File: src/rtl/bwait_pkg.sv
package bwait_pkg;

    typedef enum logic [2:0] {
        K_MRD  = 3'd0,
        K_MWR  = 3'd1,
        K_OPF  = 3'd2,
        K_IMM  = 3'd3,
        K_IRD  = 3'd4,
        K_IWR  = 3'd5,
        K_BURN = 3'd6,
        K_RSV  = 3'd7
    } acc_kind_e;

    // Largest wait count any access kind can produce.
    function automatic int max_wait(input int field_w, input int burn_clks);
        int fmax;
        int m;
        fmax = (1 << field_w) - 1;
        m    = 2 * fmax;
        if (fmax + 1 > m)             m = fmax + 1;
        if (burn_clks - 1 + fmax > m) m = burn_clks - 1 + fmax;
        return m;
    endfunction

    function automatic logic is_mem_kind(input acc_kind_e k);
        return (k == K_MRD) || (k == K_MWR) || (k == K_OPF);
    endfunction

    function automatic logic is_io_kind(input acc_kind_e k);
        return (k == K_IRD) || (k == K_IWR);
    endfunction

endpackage

File: src/rtl/win_decode.sv
module win_decode #(
    parameter int ADDR_W  = 16,
    parameter int WIN_LSB = 6
) (
    input  logic [ADDR_W-1:0] addr,
    input  logic [ADDR_W-1:0] base,
    output logic              hit
);
    localparam logic [ADDR_W-1:0] LOW_ONES = ADDR_W'((64'd1 << WIN_LSB) - 64'd1);
    localparam logic [ADDR_W-1:0] MASK     = ~LOW_ONES;

    always_comb begin
        hit = (((addr ^ base) & MASK) == '0);
    end
endmodule

File: src/rtl/wait_calc.sv
module wait_calc
    import bwait_pkg::*;
#(
    parameter int FIELD_W   = 2,
    parameter int BURN_CLKS = 3,
    parameter int CNT_W     = 3
) (
    input  acc_kind_e          kind,
    input  logic               is_int,
    input  logic [FIELD_W-1:0] mem_f,
    input  logic [FIELD_W-1:0] io_f,
    output logic [CNT_W-1:0]   n,
    output logic               isel
);
    localparam logic [CNT_W-1:0] BURN_EXTRA = CNT_W'(BURN_CLKS - 1);

    logic [CNT_W-1:0] mem_n;
    logic [CNT_W-1:0] io_n;

    always_comb begin
        mem_n = CNT_W'(mem_f);
        io_n  = CNT_W'(io_f);
        n     = '0;
        isel  = 1'b0;
        unique case (kind)
            K_MRD, K_MWR, K_OPF: n = mem_n;
            K_IMM:               n = mem_n + mem_n;
            K_IRD, K_IWR: begin
                if (is_int) isel = 1'b1;
                else        n    = io_n + CNT_W'(1);
            end
            K_BURN:              n = BURN_EXTRA + mem_n;
            default:             n = '0;
        endcase
    end
endmodule

File: src/rtl/wait_seq.sv
module wait_seq #(
    parameter int CNT_W = 3
) (
    input  logic             clk,
    input  logic             rst_n,
    input  logic             acc_valid,
    input  logic [CNT_W-1:0] n,
    input  logic             isel_req,
    output logic             stall,
    output logic             done,
    output logic             int_sel
);
    typedef struct packed {
        logic [CNT_W-1:0] cnt;
        logic             stall;
        logic             done;
        logic             isel;
    } seq_st_t;

    seq_st_t st_d, st_q;

    always_comb begin
        st_d      = st_q;
        st_d.done = 1'b0;
        st_d.isel = 1'b0;
        if (st_q.stall) begin
            if (st_q.cnt == CNT_W'(1)) begin
                st_d.stall = 1'b0;
                st_d.done  = 1'b1;
                st_d.cnt   = '0;
            end else begin
                st_d.cnt = st_q.cnt - CNT_W'(1);
            end
        end else if (acc_valid) begin
            if (n == '0) begin
                st_d.done = 1'b1;
                st_d.isel = isel_req;
            end else begin
                st_d.stall = 1'b1;
                st_d.cnt   = n;
            end
        end
    end

    always_ff @(posedge clk or negedge rst_n) begin
        if (!rst_n) st_q <= '0;
        else        st_q <= st_d;
    end

    assign stall   = st_q.stall;
    assign done    = st_q.done;
    assign int_sel = st_q.isel;

    // the end of a stall is always the completing clock
    p_stall_ends_done_r6: assert property (@(posedge clk) disable iff (!rst_n)
        $fell(stall) |-> done);

    // a zero-wait accept completes on the next clock
    p_zero_wait_r6: assert property (@(posedge clk) disable iff (!rst_n)
        (acc_valid && !stall && n == '0) |=> (done && !stall));

    // a strobe during a stall does not restart or abort the access
    p_ignore_busy_r9: assert property (@(posedge clk) disable iff (!rst_n)
        (stall && acc_valid) |=> (stall || done));

    // internal select only appears as the completing clock
    p_isel_with_done_r3: assert property (@(posedge clk) disable iff (!rst_n)
        int_sel |-> (done && !stall));
endmodule

File: src/rtl/bus_wait_gen.sv
module bus_wait_gen
    import bwait_pkg::*;
#(
    parameter int ADDR_W    = 16,
    parameter int WIN_LSB   = 6,
    parameter int FIELD_W   = 2,
    parameter int BURN_CLKS = 3
) (
    input  logic                 clk,
    input  logic                 rst_n,
    input  logic                 acc_valid,
    input  logic [2:0]           acc_kind,
    input  logic [ADDR_W-1:0]    io_addr,
    input  logic [ADDR_W-1:0]    win_base,
    input  logic                 wctl_we,
    input  logic [2*FIELD_W-1:0] wctl_din,
    output logic                 stall,
    output logic                 done,
    output logic                 int_sel
);
    localparam int CTL_W = 2 * FIELD_W;
    localparam int MAXW  = max_wait(FIELD_W, BURN_CLKS);
    localparam int CNT_W = $clog2(MAXW + 1);

    typedef struct packed {
        logic [CTL_W-1:0] wctl;
    } top_st_t;

    top_st_t st_d, st_q;

    acc_kind_e          kind_e;
    logic               win_hit;
    logic [CNT_W-1:0]   wait_n;
    logic               isel_req;
    logic [FIELD_W-1:0] mem_f;
    logic [FIELD_W-1:0] io_f;
    logic               accept;

    always_comb begin
        st_d = st_q;
        if (wctl_we) st_d.wctl = wctl_din;
    end

    always_ff @(posedge clk or negedge rst_n) begin
        if (!rst_n) st_q <= '{wctl: '1};
        else        st_q <= st_d;
    end

    assign kind_e = acc_kind_e'(acc_kind);
    assign mem_f  = st_q.wctl[CTL_W-1 -: FIELD_W];
    assign io_f   = st_q.wctl[FIELD_W-1:0];
    assign accept = acc_valid && !stall;

    win_decode #(.ADDR_W(ADDR_W), .WIN_LSB(WIN_LSB)) u_win (
        .addr (io_addr),
        .base (win_base),
        .hit  (win_hit)
    );

    wait_calc #(.FIELD_W(FIELD_W), .BURN_CLKS(BURN_CLKS), .CNT_W(CNT_W)) u_calc (
        .kind   (kind_e),
        .is_int (win_hit),
        .mem_f  (mem_f),
        .io_f   (io_f),
        .n      (wait_n),
        .isel   (isel_req)
    );

    wait_seq #(.CNT_W(CNT_W)) u_seq (
        .clk       (clk),
        .rst_n     (rst_n),
        .acc_valid (acc_valid),
        .n         (wait_n),
        .isel_req  (isel_req),
        .stall     (stall),
        .done      (done),
        .int_sel   (int_sel)
    );

    // a memory access with a nonzero field stalls
    p_mem_stall_r1: assert property (@(posedge clk) disable iff (!rst_n)
        (accept && is_mem_kind(kind_e) && mem_f != '0) |=> (stall && !int_sel));

    // external I/O always waits at least one clock
    p_io_ext_stall_r2: assert property (@(posedge clk) disable iff (!rst_n)
        (accept && is_io_kind(kind_e) && !win_hit) |=> (stall && !int_sel));

    // internal I/O completes at once with the internal strobe
    p_io_int_r3: assert property (@(posedge clk) disable iff (!rst_n)
        (accept && is_io_kind(kind_e) && win_hit) |=> (done && int_sel));

    // a burn cycle always stalls
    p_burn_stall_r5: assert property (@(posedge clk) disable iff (!rst_n)
        (accept && kind_e == K_BURN) |=> stall);

    // reserved kind completes at once without internal select
    p_rsv_r10: assert property (@(posedge clk) disable iff (!rst_n)
        (accept && kind_e == K_RSV) |=> (done && !int_sel));
endmodule

File: config.mk
export PLATFORM = sky130hd
export DESIGN_NAME = bus_wait_gen
export DESIGN_NICKNAME = d
export VERILOG_FILES = /design/src/rtl/bwait_pkg.sv /design/src/rtl/win_decode.sv /design/src/rtl/wait_calc.sv /design/src/rtl/wait_seq.sv /design/src/rtl/bus_wait_gen.sv
export SDC_FILE = /design/constraint.sdc
export NUM_CORES = 1
export LEC_CHECK = 0
export ABC_AREA = 1
export BUFFER_PORTS_ARGS = -buffer_cell sky130_fd_sc_hd__clkbuf_2
export CAP_MARGIN = 30
export CORE_MARGIN = 10
export CORE_UTILIZATION = 42
export CTS_CLUSTER_DIAMETER = 40
export DETAILED_ROUTE_END_ITERATION = 8
export PLACE_DENSITY = 0.88
export SLEW_MARGIN = 20
export SYNTH_ARGS = -nofsm -noshare
export SYNTH_HDL_FRONTEND = slang
export SYNTH_SLANG_ARGS = --single-unit
File: constraint.sdc
create_clock -name clk -period 1.71 [get_ports clk]
set_clock_uncertainty 0.15 [all_clocks]
set_input_delay 0.171 -clock clk [delete_from_list [all_inputs] [get_ports clk]]
set_output_delay 0.171 -clock clk [all_outputs]
set_load 0.05 [all_outputs]
## Word level (Yosys, flattened, before mapping)

Cells that the tools add are included.

- Bits in registers: 10
- Input port bits: 43

- Add/sub/neg operators: 4
- Equality and inequality tests: 8
- Multiplexer cells: 11
- Bitwise logic cells: 1
- Reductions and logical operators: 7

Operators by type and width:

| kind | count |
|---|---|
| 16-bit zero test | 1 |
| 16-bit XOR | 1 |
| 3-bit case mux with 4 select lines | 1 |
| 3-bit equality test (second input constant) | 3 |
| 3-bit by 1-bit equality test with 1-bit output (second input constant) | 2 |
| 3-bit by 2-bit equality test with 1-bit output (second input constant) | 2 |
| 3-bit zero test | 2 |
| 3-bit 2-to-1 mux | 2 |
| 6-bit 2-to-1 mux | 1 |
| 5-bit 2-to-1 mux | 1 |
| 2-bit 2-to-1 mux | 2 |
| 4-bit 2-to-1 mux | 1 |
| 2-bit by 1-bit adder with 3-bit output (second input constant) | 1 |
| 2-bit by 2-bit adder with 3-bit output | 1 |
| 2-bit by 2-bit adder with 3-bit output (first input constant) | 1 |
| 1-bit 2-to-1 mux | 3 |
| 3-bit OR reduction | 1 |
| 3-bit by 1-bit subtractor with 3-bit output (second input constant) | 1 |
| 2-bit by 1-bit != test with 1-bit output (second input constant) | 1 |
| 2-bit AND reduction | 1 |
| 2-bit nonzero test | 1 |
| 2-bit OR reduction | 1 |

## Longest topological paths before layout

Gate-level depths: netlist of the first run.

- Depth in word-level cells: 8
- Mapped depth: 12
- Gate-level depth less buffers: 12

## Hierarchy

Synthesis of the first run repeated with hierarchy kept, for this count alone.

- Cells, all modules: 135
- Area, all modules: 805.8 um2

By module, submodules not included:

| module | times used | cells each | area each (um2) | seq. area each (um2) |
|---|---|---|---|---|
| wait_seq | 1 | 48 | 345.3 | 150.1 |
| win_decode | 1 | 44 | 181.4 | 0.0 |
| bus_wait_gen | 1 | 17 | 153.9 | 105.1 |
| wait_calc | 1 | 26 | 125.1 | 0.0 |

## Least setup slack after synthesis of the first run

OpenSTA, ideal clock, no wires.

- Path kind: flip-flop to flip-flop
- Start: register st_q[0] in the netlist's numbering
- End: register u_seq.st_q, in the netlist u_seq.stall
- Arrival time: 1.212 ns
- Data required time: 1.416 ns
- Path slack: 0.205 ns
- Stages on the path, launching flop included: 8
- Buffers on the path: 0
- Period minus slack after synthesis: 1.505 ns
- Cell sequence: dfstp_2 ha_1 inv_1 nor2_1 a21oi_2 nand3_1 nand2_2 o21ai_1

RTL lines:

| what | line | text |
|---|---|---|
| start, declared | bus_wait_gen.sv:29 | `top_st_t st_d, st_q;` |
| start signal, assigned | bus_wait_gen.sv:45 | `if (!rst_n) st_q <= '{wctl: '1};` |
| start signal, assigned | bus_wait_gen.sv:46 | `else st_q <= st_d;` |
| end signal, assigned | wait_seq.sv:47 | `else st_q <= st_d;` |
| end, declared | wait_seq.sv:20 | `seq_st_t st_d, st_q;` |

## Final worst setup path of the first run

- Start: register st_q[0] in the netlist's numbering
- End: register u_seq.st_q[4] in the netlist's numbering

- Longest elaborated chain between the ends: 6
- Elaborated cells on any way between the ends: 9

RTL lines:

| what | line | text |
|---|---|---|
| 2-bit by 1-bit adder with 3-bit output * | wait_calc.sv:30 | `else n = io_n + CNT_W'(1);` |
| 3-bit 2-to-1 mux * | wait_calc.sv:29 | `if (is_int) isel = 1'b1;` |
| 3-bit case mux with 4 select lines * | wait_calc.sv:25 | `unique case (kind)` |
| 3-bit zero test / 4-bit 2-to-1 mux (equally long branches) | wait_seq.sv:35 | `if (n == '0) begin` |
| 2-bit by 1-bit != test with 1-bit output (no source line) / 6-bit 2-to-1 mux (equally long branches) | -- |  |
| 2-bit AND reduction (no source line) / 5-bit 2-to-1 mux (equally long branches) | -- |  |

Mark *: on every way between the ends. The rest lies on a longest branch, timed or not. The select of a mux whose other input is x is not followed.
A chain may end at the register's enable or synchronous reset.

==> results of run 1 <==
## final cells by class
cell class | count | area, sq um
Clock buffer | 4 | 36.3
Fill cell | 155 | 667
Multi-Input combinational cell | 80 | 415
Tap cell | 25 | 31.3
Timing Repair Buffer | 40 | 235
Sequential cell | 10 | 255
Inverter | 28 | 105
## synthesized netlist by cell type, drive strengths merged
| cell | number |
|---|---|
| a21oi | 8 |
| dfrtp | 6 |
| dfstp | 4 |
| ha | 3 |
| inv | 28 |
| mux2 | 2 |
| nand2 | 33 |
| nand3 | 5 |
| nand3b | 1 |
| nand4 | 1 |
| nor2 | 14 |
| nor3 | 2 |
| o21ai | 6 |
| o22ai | 2 |
| xnor2 | 3 |
## sequential cells by signal, summed over array words and instances (netlist names)
signal	count
u_seq.st_q	3
u_seq.stall	1
st_q	4
u_seq.done	1
u_seq.int_sel	1
## worst min-delay path: stages
cell and delay (ps):
clkbuf_2 100, nand2_2 100, o21ai_1 60
## power breakdown
part	internal, W	switching, W
clock	0.000130	0.0000906
combinational	0.000183	0.000308
sequential	0.000311	0.0000545
total	0.000624	0.000453
## how the worst min path moves through the flow
stage	from	to	slack [ps]
finish	acc_valid	u_seq.stall	40
global placement	rst_n	u_seq.st_q[5]	-110
floorplan	rst_n	u_seq.done	-270
detailed placement	rst_n	u_seq.stall	-100
global route	acc_valid	u_seq.stall	60
CTS	acc_valid	u_seq.stall	30
## cells by family after synthesis
group,after synthesis,share of synthesized area (%)
flops,10,32.9
fa+ha+maj,3,4.84
mux,2,2.90
xor+xnor,3,3.39
simple gates,56,30.3
buf+inv,28,13.5
compound gates,16,12.1
## routing by layer
| layer | vias up | part of all wire (%) |
|---|---|---|
| met3 | 7 | 4.8 |
| met1 | 383 | 36 |
| met2 | 22 | 55 |
| met4 | 0 | 3.4 |
| li1 | 453 | - |
| met5 | - | 0 |
## through the flow
step                instances  utilization [%]
global placement          176             55.7
CTS                       187             61.8
floorplan                 118                -
global route              187             61.8
detailed placement        176             55.7
finish                    187             61.8
## what timing repair did
item / in CTS / in global routing
hold buffers: 7 / 0
hold endpoints to repair: 14 / 0
endpoints found under the setup margin: 0 / 3
==> results.json, run 1 <==
{
  "via_per_inst": 4.63,
  "reg2reg_from": "st_q[0]",
  "io_buffer_count": 33,
  "met3_usage_pct": 2.33,
  "worstSetupEndpoint": "u_seq.st_q[4]",
  "cap_violations": 0,
  "critPathTopFamily": "flip-flops",
  "grt_max_degree": 11,
  "place_ws_ps": 117,
  "drc_errors": 0,
  "numClockSinks": 10,
  "crit_slowest_cell": "dfstp_2",
  "clock_latency_ps": 270,
  "cp-end-kind": "register",
  "powerDensity_mw_per_mm2": 998,
  "required_ps": 1770,
  "totalPowerFinal_w": 0.00108,
  "grt_pass1_wl_mm": 3.44,
  "die_h_um": 63.0,
  "path_max_fanout": 4,
  "first_iter_violations": 43,
  "wl_mm": 2.12,
  "cp_cell_sequence": "ha_1 > inv_1 > nor2_1 > a21oi_2 > nand3_1 > nand2_2 > nand3_1 > nand2_1",
  "ir_drop_uv": 557,
  "hold_depth": 3,
  "finalHoldViolations": 0,
  "fmax_mhz": 620,
  "h-tree-depth": 1,
  "synth_top_cell_area_share_pct": 19.4,
  "wl_per_cell_um": 11.3,
  "start_util_pct": 44.4,
  "grt_usage_pct": 10.6,
  "firstDrtPassIters": 4,
  "setup_violations": 0,
  "grt_remaining_overflow": 0,
  "setup-tns-final_ps": 0,
  "coreArea_sq_mm": 0.00175,
  "rsz0062_at_grt": "true",
  "cts_made_buffers": 3,
  "yosysWarnings": 0,
  "cp.arrival_ps": 1680,
  "cts-root-buf": "clkbuf_4",
  "grt_pass1_vias": 830,
  "ys_types": 21,
  "timing.rr.end": "u_seq.st_q[4]",
  "synth-seq-area-share_pct": 32.9,
  "path_clk_slew_ps": 70,
  "die_area_sq_mm": 0.00397,
  "tightest_slew_ps": 283,
  "status": "complete, no violations",
  "ant_nets": 0,
  "die_width_um": 63.0,
  "drive_gt1_share_pct": 32.1,
  "slew_headroom_pct": 81.2,
  "place_area_sq_um": 972,
  "max_stage_delay_ps": 550,
  "cts_resized": 0,
  "busiest_layer": "met2",
  "dp_hpwl_mm": 1.75,
  "syn_to_final_growth_pct": 39.0,
  "crit_type": "register to register",
  "grt_use_met1_pct": 10.1,
  "period_minus_slack_ps": 1610,
  "ioPinCount": 46,
  "crit_buf_inv": 1,
  "layout_common_cells": "clkbuf_2 (33), nand2_1 (32), inv_1 (23)",
  "syn_area_per_cell_sq_um": 6.57,
  "r2r_cells": 8,
  "whs_ps": 41.1,
  "num_vias": 865,
  "num_antenna_cells": 0,
  "critPathLaunchType": "register",
  "ys_top_cells_by_area": "dfrtp_1 (19%), nand2_1 (15%), dfstp_2 (14%)",
  "final_area_sq_mm": 0.00108,
  "leakagePower_nw": 0.631,
  "hp-class": "input pin to register",
  "critical_path.startpoint": "st_q[0]",
  "final_common_cell": "clkbuf_2",
  "ys_seq_elements": 10,
  "netlist_area_sq_um": 776,
  "synthesis.nets": 164,
  "r2r_slack_ps": 100,
  "crit_top_cell": "nand3_1",
  "met2_usage_pct": 19.0,
  "cts_max_path_buffers": 2,
  "syn_inst": 118,
  "synth.largest_area_cell": "dfrtp_1",
  "cts_tree": "done",
  "slew_violations": 0,
  "timing.final.crit_share_pct": 94.3,
  "worst-path-stages": 8,
  "cts_setup_buffers": 0,
  "gp_congestion": 0.786,
  "antenna_found_initial": 0,
  "rows": 15,
  "nNetsFinal": 209,
  "fin_ws_ps": 96.9
}
(Power assumes the default switching activity.)
==> inputs of run 2 (changes only) <==
--- a/config.mk
+++ b/config.mk
@@ -6,11 +6,12 @@
 export NUM_CORES = 1
 export LEC_CHECK = 0
 export ABC_AREA = 1
-export BUFFER_PORTS_ARGS = -buffer_cell sky130_fd_sc_hd__clkbuf_2
+export BUFFER_PORTS_ARGS = -buffer_cell sky130_fd_sc_hd__buf_2
 export CAP_MARGIN = 30
 export CORE_MARGIN = 10
 export CORE_UTILIZATION = 42
 export CTS_CLUSTER_DIAMETER = 40
+export CTS_CLUSTER_SIZE = 40
 export DETAILED_ROUTE_END_ITERATION = 8
 export PLACE_DENSITY = 0.88
 export SLEW_MARGIN = 20
==> run 2 against run 1 <==
Non-clock buffer count down 2. Final area down 2.8%. Hold slack worse by 37 ps. Critical path depth unchanged. Register-to-register slack about the same. Maximum frequency up 0.92%. Flip-flop and latch count unchanged.
==> results.json, run 2 (synthesis results as in run 1) <==
{
  "status": "complete, no violations",
  "cp.arrival_ps": 1660,
  "cts_tree": "done",
  "max_stage_delay_ps": 550,
  "cp_cell_sequence": "ha_1 > inv_1 > nor2_1 > a21oi_2 > nand3_1 > nand2_2 > nand3_1 > nand2_1",
  "rsz0062_at_grt": "false",
  "grt_pass1_wl_mm": 3.28,
  "hp-class": "input pin to register",
  "ioPinCount": 46,
  "die_width_um": 63.0,
  "whs_ps": 3.85,
  "multi_input_area_sq_um": 415,
  "seqCellArea_sq_um": 255,
  "cts_setup_buffers": 0,
  "place_area_sq_um": 972,
  "fin_cells": 185,
  "seqPwrFrac_pct": 36.0,
  "slew_headroom_pct": 83.3,
  "r2r_slack_ps": 110,
  "firstDrtPassIters": 4,
  "io_buffer_count": 33,
  "dp.cells": 176,
  "setup-tns-final_ps": 0,
  "num_antenna_cells": 0,
  "timing.final.crit_share_pct": 93.5,
  "critPathTopFamily": "flip-flops",
  "clock_latency_ps": 270,
  "switchingPower_w": 0.000432,
  "wl_mm": 2.03,
  "die_h_um": 63.0,
  "totalPowerFinal_w": 0.00101,
  "coreArea_sq_mm": 0.00175,
  "drive_gt1_share_pct": 31.9,
  "clkPwrFrac_pct": 17.3,
  "rows": 15,
  "finalHoldViolations": 0,
  "final_area_sq_mm": 0.00105,
  "powerDensity_mw_per_mm2": 964,
  "grt_remaining_overflow": 0,
  "crit_buf_inv": 1,
  "via_per_inst": 4.61,
  "cts-root-buf": "clkbuf_4",
  "path_clk_slew_ps": 70,
  "fmax_mhz": 626,
  "p_comb_share_pct": 46.7,
  "path_max_fanout": 4,
  "dp_hpwl_mm": 1.65,
  "tightest_slew_ps": 252,
  "cts_resized": 0,
  "wl_per_cell_um": 11.0,
  "ir_drop_uv": 527,
  "critPathLaunchType": "register",
  "regMostFlops": "st_q",
  "num_vias": 852,
  "drc_errors": 0,
  "fill_cells": 174,
  "required_ps": 1770,
  "cts_max_path_buffers": 2,
  "leakagePower_nw": 0.610,
  "grt_pass1_vias": 830,
  "cap_violations": 0,
  "layout_common_cells": "buf_2 (33), nand2_1 (32), inv_1 (23)",
  "start_util_pct": 44.4,
  "cts_made_buffers": 3,
  "first_iter_violations": 21,
  "grt_max_degree": 11,
  "setup_violations": 0,
  "largest_reg_flops": 4,
  "period_minus_slack_ps": 1600,
  "nNetsFinal": 207,
  "grt_usage_pct": 9.90,
  "reg.largest.list": "st_q x4, u_seq.st_q x3",
  "die_area_sq_mm": 0.00397,
  "antenna_found_initial": 0,
  "crit_type": "register to register",
  "gp_congestion": 0.787,
  "h-tree-depth": 1,
  "crit_top_cell": "nand3_1",
  "ant_nets": 0,
  "internal_power_w": 0.000579,
  "numClockSinks": 10,
  "slew_violations": 0,
  "syn_to_final_growth_pct": 35.2,
  "crit_slowest_cell": "dfstp_2",
  "cp-end-kind": "register",
  "p_sw_share_pct": 42.7,
  "final_common_cell": "buf_2"
}
-- run 2: changes by cell type in the layout (fill, tap and decap cells not counted) --
| cell | previous run | this run |
|---|---|---|
| buf_2 | 0 | 33 |
| clkbuf_2 | 33 | 0 |
| dlygate4sd3_1 | 7 | 5 |
| clkbuf_1 | 0 | 1 |
| clkbuf_8 | 1 | 0 |
-- run 2: power by group through the flow --
stage	Clock, W	Combinational [W]	Sequential [W]
2_1_floorplan	0	0.000267	0.000436
3_3_place_gp	0	0.000442	0.000364
3_5_place_dp	0	0.000466	0.000367
4_1_cts	0.000178	0.000478	0.000363
5_1_grt	0.000189	0.000539	0.000377
6_report	0.000175	0.000473	0.000363
-- run 2: final timing paths --
| kind | startpoint | endpoint | cells past startpoint |
|---|---|---|---|
| worst max-delay path | st_q[0] | u_seq.st_q[5] | 8 |
| worst min-delay path | wctl_we | st_q[2] | 2 |
| worst max register to register | st_q[0] | u_seq.st_q[5] | 8 |
| worst min register to register | st_q[3] | st_q[3] | 2 |
| max in group asynchronous | rst_n | st_q[0] | 2 |
| min in group asynchronous | rst_n | u_seq.stall | 2 |
-- run 2: routing by layer --
| layer | vias up | wire length [um] | global-route usage (%) |
|---|---|---|---|
| met3 | 2 | 73 | 1.97 |
| li1 | 447 | - | - |
| met2 | 17 | 1150 | 19.8 |
| met1 | 386 | 778 | 9.27 |
| met4 | 0 | 25 | 4.19 |
| met5 | - | 0 | 0 |
-- run 2: layout make-up --
type | count | share of cell area [%]
timing repair buffer | 38 | 20.5
tap | 25 | 2.98
sequential | 10 | 24.3
clock buffer | 4 | 2.51
inverter | 28 | 10.0
multi-input combinational | 80 | 39.6
-- run 2: repair_timing --
action                                 in CTS  in global routing
hold buffers                                5                  0
setup endpoints to repair                   0                  0
endpoints found under the hold margin      14                  0
-- run 2: through the flow --
| stage | util, % | setup slack [ps] |
|---|---|---|
| final | 60.1 | 112 |
| after floorplan | - | 205 |
| after detailed placement | 55.7 | 114 |
| after CTS | 60.1 | 114 |
| after global placement | 55.7 | 153 |
| after global routing | 60.1 | 33.2 |
==> inputs of run 3 (changes only) <==
==> constraint.sdc (replaced) <==
create_clock -name clk -period 1.71 [get_ports clk]
set_clock_uncertainty 0.15 [all_clocks]
set_input_delay 0.0855 -clock clk [delete_from_list [all_inputs] [get_ports clk]]
set_output_delay 0.0855 -clock clk [all_outputs]
set_load 0.05 [all_outputs]
==> run 3 against run 2 <==
Non-clock buffer count up 6. Register-to-register slack lost 30 ps. First-iteration DRC count is 14% lower. Routed wire length increased by 7.0%. Power rose by 2.7%. Sequential share of layout area is 1.3 points lower. Clock power rose by 2%. Count of clock-buffer cells in the layout unchanged. Flip-flop and latch count unchanged. Via count grew 3.8%. Maximum frequency down 1.8%. Hold slack improved by 43 ps. Largest power group unchanged.
==> results.json, run 3 (synthesis results as in run 1) <==
{
  "cp_cell_sequence": "ha_1 > inv_1 > nor2_1 > a21oi_2 > nand3_1 > nand2_2 > nand3_1 > nand2_1",
  "setup_violations": 0,
  "layout_common_cells": "buf_2 (33), nand2_1 (32), inv_1 (23)",
  "timing.final.crit_share_pct": 95.2,
  "fmax_mhz": 614,
  "cts_made_buffers": 3,
  "nNetsFinal": 213,
  "fill_cells": 154,
  "max_stage_delay_ps": 540,
  "finalHoldViolations": 0,
  "ir_drop_uv": 524,
  "syn_to_final_growth_pct": 42.9,
  "cts_max_path_buffers": 2,
  "num_vias": 884,
  "first_iter_violations": 18,
  "powerDensity_mw_per_mm2": 936,
  "h-tree-depth": 1,
  "ant_nets": 0,
  "final_common_cell": "buf_2",
  "via_per_inst": 4.63,
  "tightest_slew_ps": 250,
  "rows": 15,
  "place_ws_ps": 112,
  "crit_buf_inv": 1,
  "wl_mm": 2.17,
  "critPathLaunchType": "register",
  "crit_type": "register to register",
  "slew_violations": 0,
  "grt_pass1_wl_mm": 3.54,
  "regMostFlops": "st_q",
  "reg.largest.list": "st_q x4, u_seq.st_q x3",
  "grt_pass1_vias": 875,
  "numClockSinks": 10,
  "whs_ps": 47.3,
  "io_buffer_count": 33,
  "clock_latency_ps": 270,
  "slew_headroom_pct": 83.2,
  "ioPinCount": 46,
  "die_area_sq_mm": 0.00397,
  "critPathTopFamily": "flip-flops",
  "num_antenna_cells": 0,
  "required_ps": 1780,
  "cts_resized": 0,
  "grt_remaining_overflow": 0,
  "wl_per_cell_um": 11.3,
  "leakagePower_nw": 0.632,
  "fin_cells": 191,
  "hp-class": "input pin to async pin",
  "gp_congestion": 0.787,
  "cp.arrival_ps": 1700,
  "die_h_um": 63.0,
  "crit_slowest_cell": "dfstp_2",
  "drive_gt1_share_pct": 30.7,
  "grt_max_degree": 11,
  "grt_usage_pct": 10.9,
  "fin_ws_ps": 81.9,
  "status": "complete, no violations",
  "period_minus_slack_ps": 1630,
  "drc_errors": 0,
  "antenna_found_initial": 0,
  "cp-end-kind": "register",
  "die_width_um": 63.0,
  "setup-tns-final_ps": 0,
  "coreArea_sq_mm": 0.00175,
  "dp_hpwl_mm": 1.64,
  "cap_violations": 0,
  "path_max_fanout": 4,
  "firstDrtPassIters": 4,
  "start_util_pct": 44.4,
  "path_clk_slew_ps": 70,
  "largest_reg_flops": 4,
  "crit_top_cell": "nand3_1",
  "dp.cells": 176,
  "cts_tree": "done",
  "rsz0062_at_grt": "false",
  "cts-root-buf": "clkbuf_4"
}
run 3: cell types whose count changed in the layout (fill, tap and decap cells not counted):
cell / delta
dlygate4sd3_1: +6
run 3: final cells by class:
cell class                 instances  area [sq um]  share of cell area [%]
clock buffer                       4          26.3                    2.37
tap                               25          31.3                    2.82
timing repair buffer              44           275                    24.8
inverter                          28           105                    9.48
multi-input combinational         80           415                    37.5
sequential                        10           255                    23.0
run 3: worst register-to-register path, stage by stage, from the launching register on:
cell	delay, ps
dfstp_2	540
ha_1	230
inv_1	50
nor2_1	50
a21oi_2	190
nand3_1	120
nand2_2	110
nand3_1	80
nand2_1	60
run 3: metal layers:
layer  GRT usage [%]  up-vias  wire [um]
met5               0        -          0
met4            6.42        0         45
met3            2.15        4        113
met2            21.6       25       1250
met1            9.68      398        761
li1                -      457          -
run 3: worst paths after layout:
kind                                  start             to  slack [ps]  cells after the start
min in group clk                acc_kind[1]  u_seq.int_sel          50                      4
worst max-delay path                st_q[0]  u_seq.st_q[4]          80                      8
worst min-delay path                  rst_n    u_seq.stall          50                      2
worst max register to register      st_q[0]  u_seq.st_q[4]          80                      8
worst min register to register      st_q[3]        st_q[3]         360                      2
max in group asynchronous             rst_n        st_q[0]        1100                      2
run 3: through the flow:
stage,area [sq um],util (%),power [W]
final,1110,63.5,0.00104
after global routing,1110,63.5,0.00113
after CTS,1110,63.5,0.00103
after detailed placement,972,55.7,0.000833
after global placement,972,55.7,0.000805
after floorplan,776,-,0.000703
run 3: repair_timing:
action | 4_1_cts | 5_1_grt
buffers inserted | 0 | 0
endpoints found under the hold margin | 18 | 0
hold buffers | 11 | 0
run 3: report_power, final:
part | switching, W | internal [W] | leakage [nW]
logic | 0.000305 | 0.000190 | 0.499
clock network | 0.0000883 | 0.0000903 | 0.0150
registers | 0.0000535 | 0.000311 | 0.118
total | 0.000447 | 0.000591 | 0.632
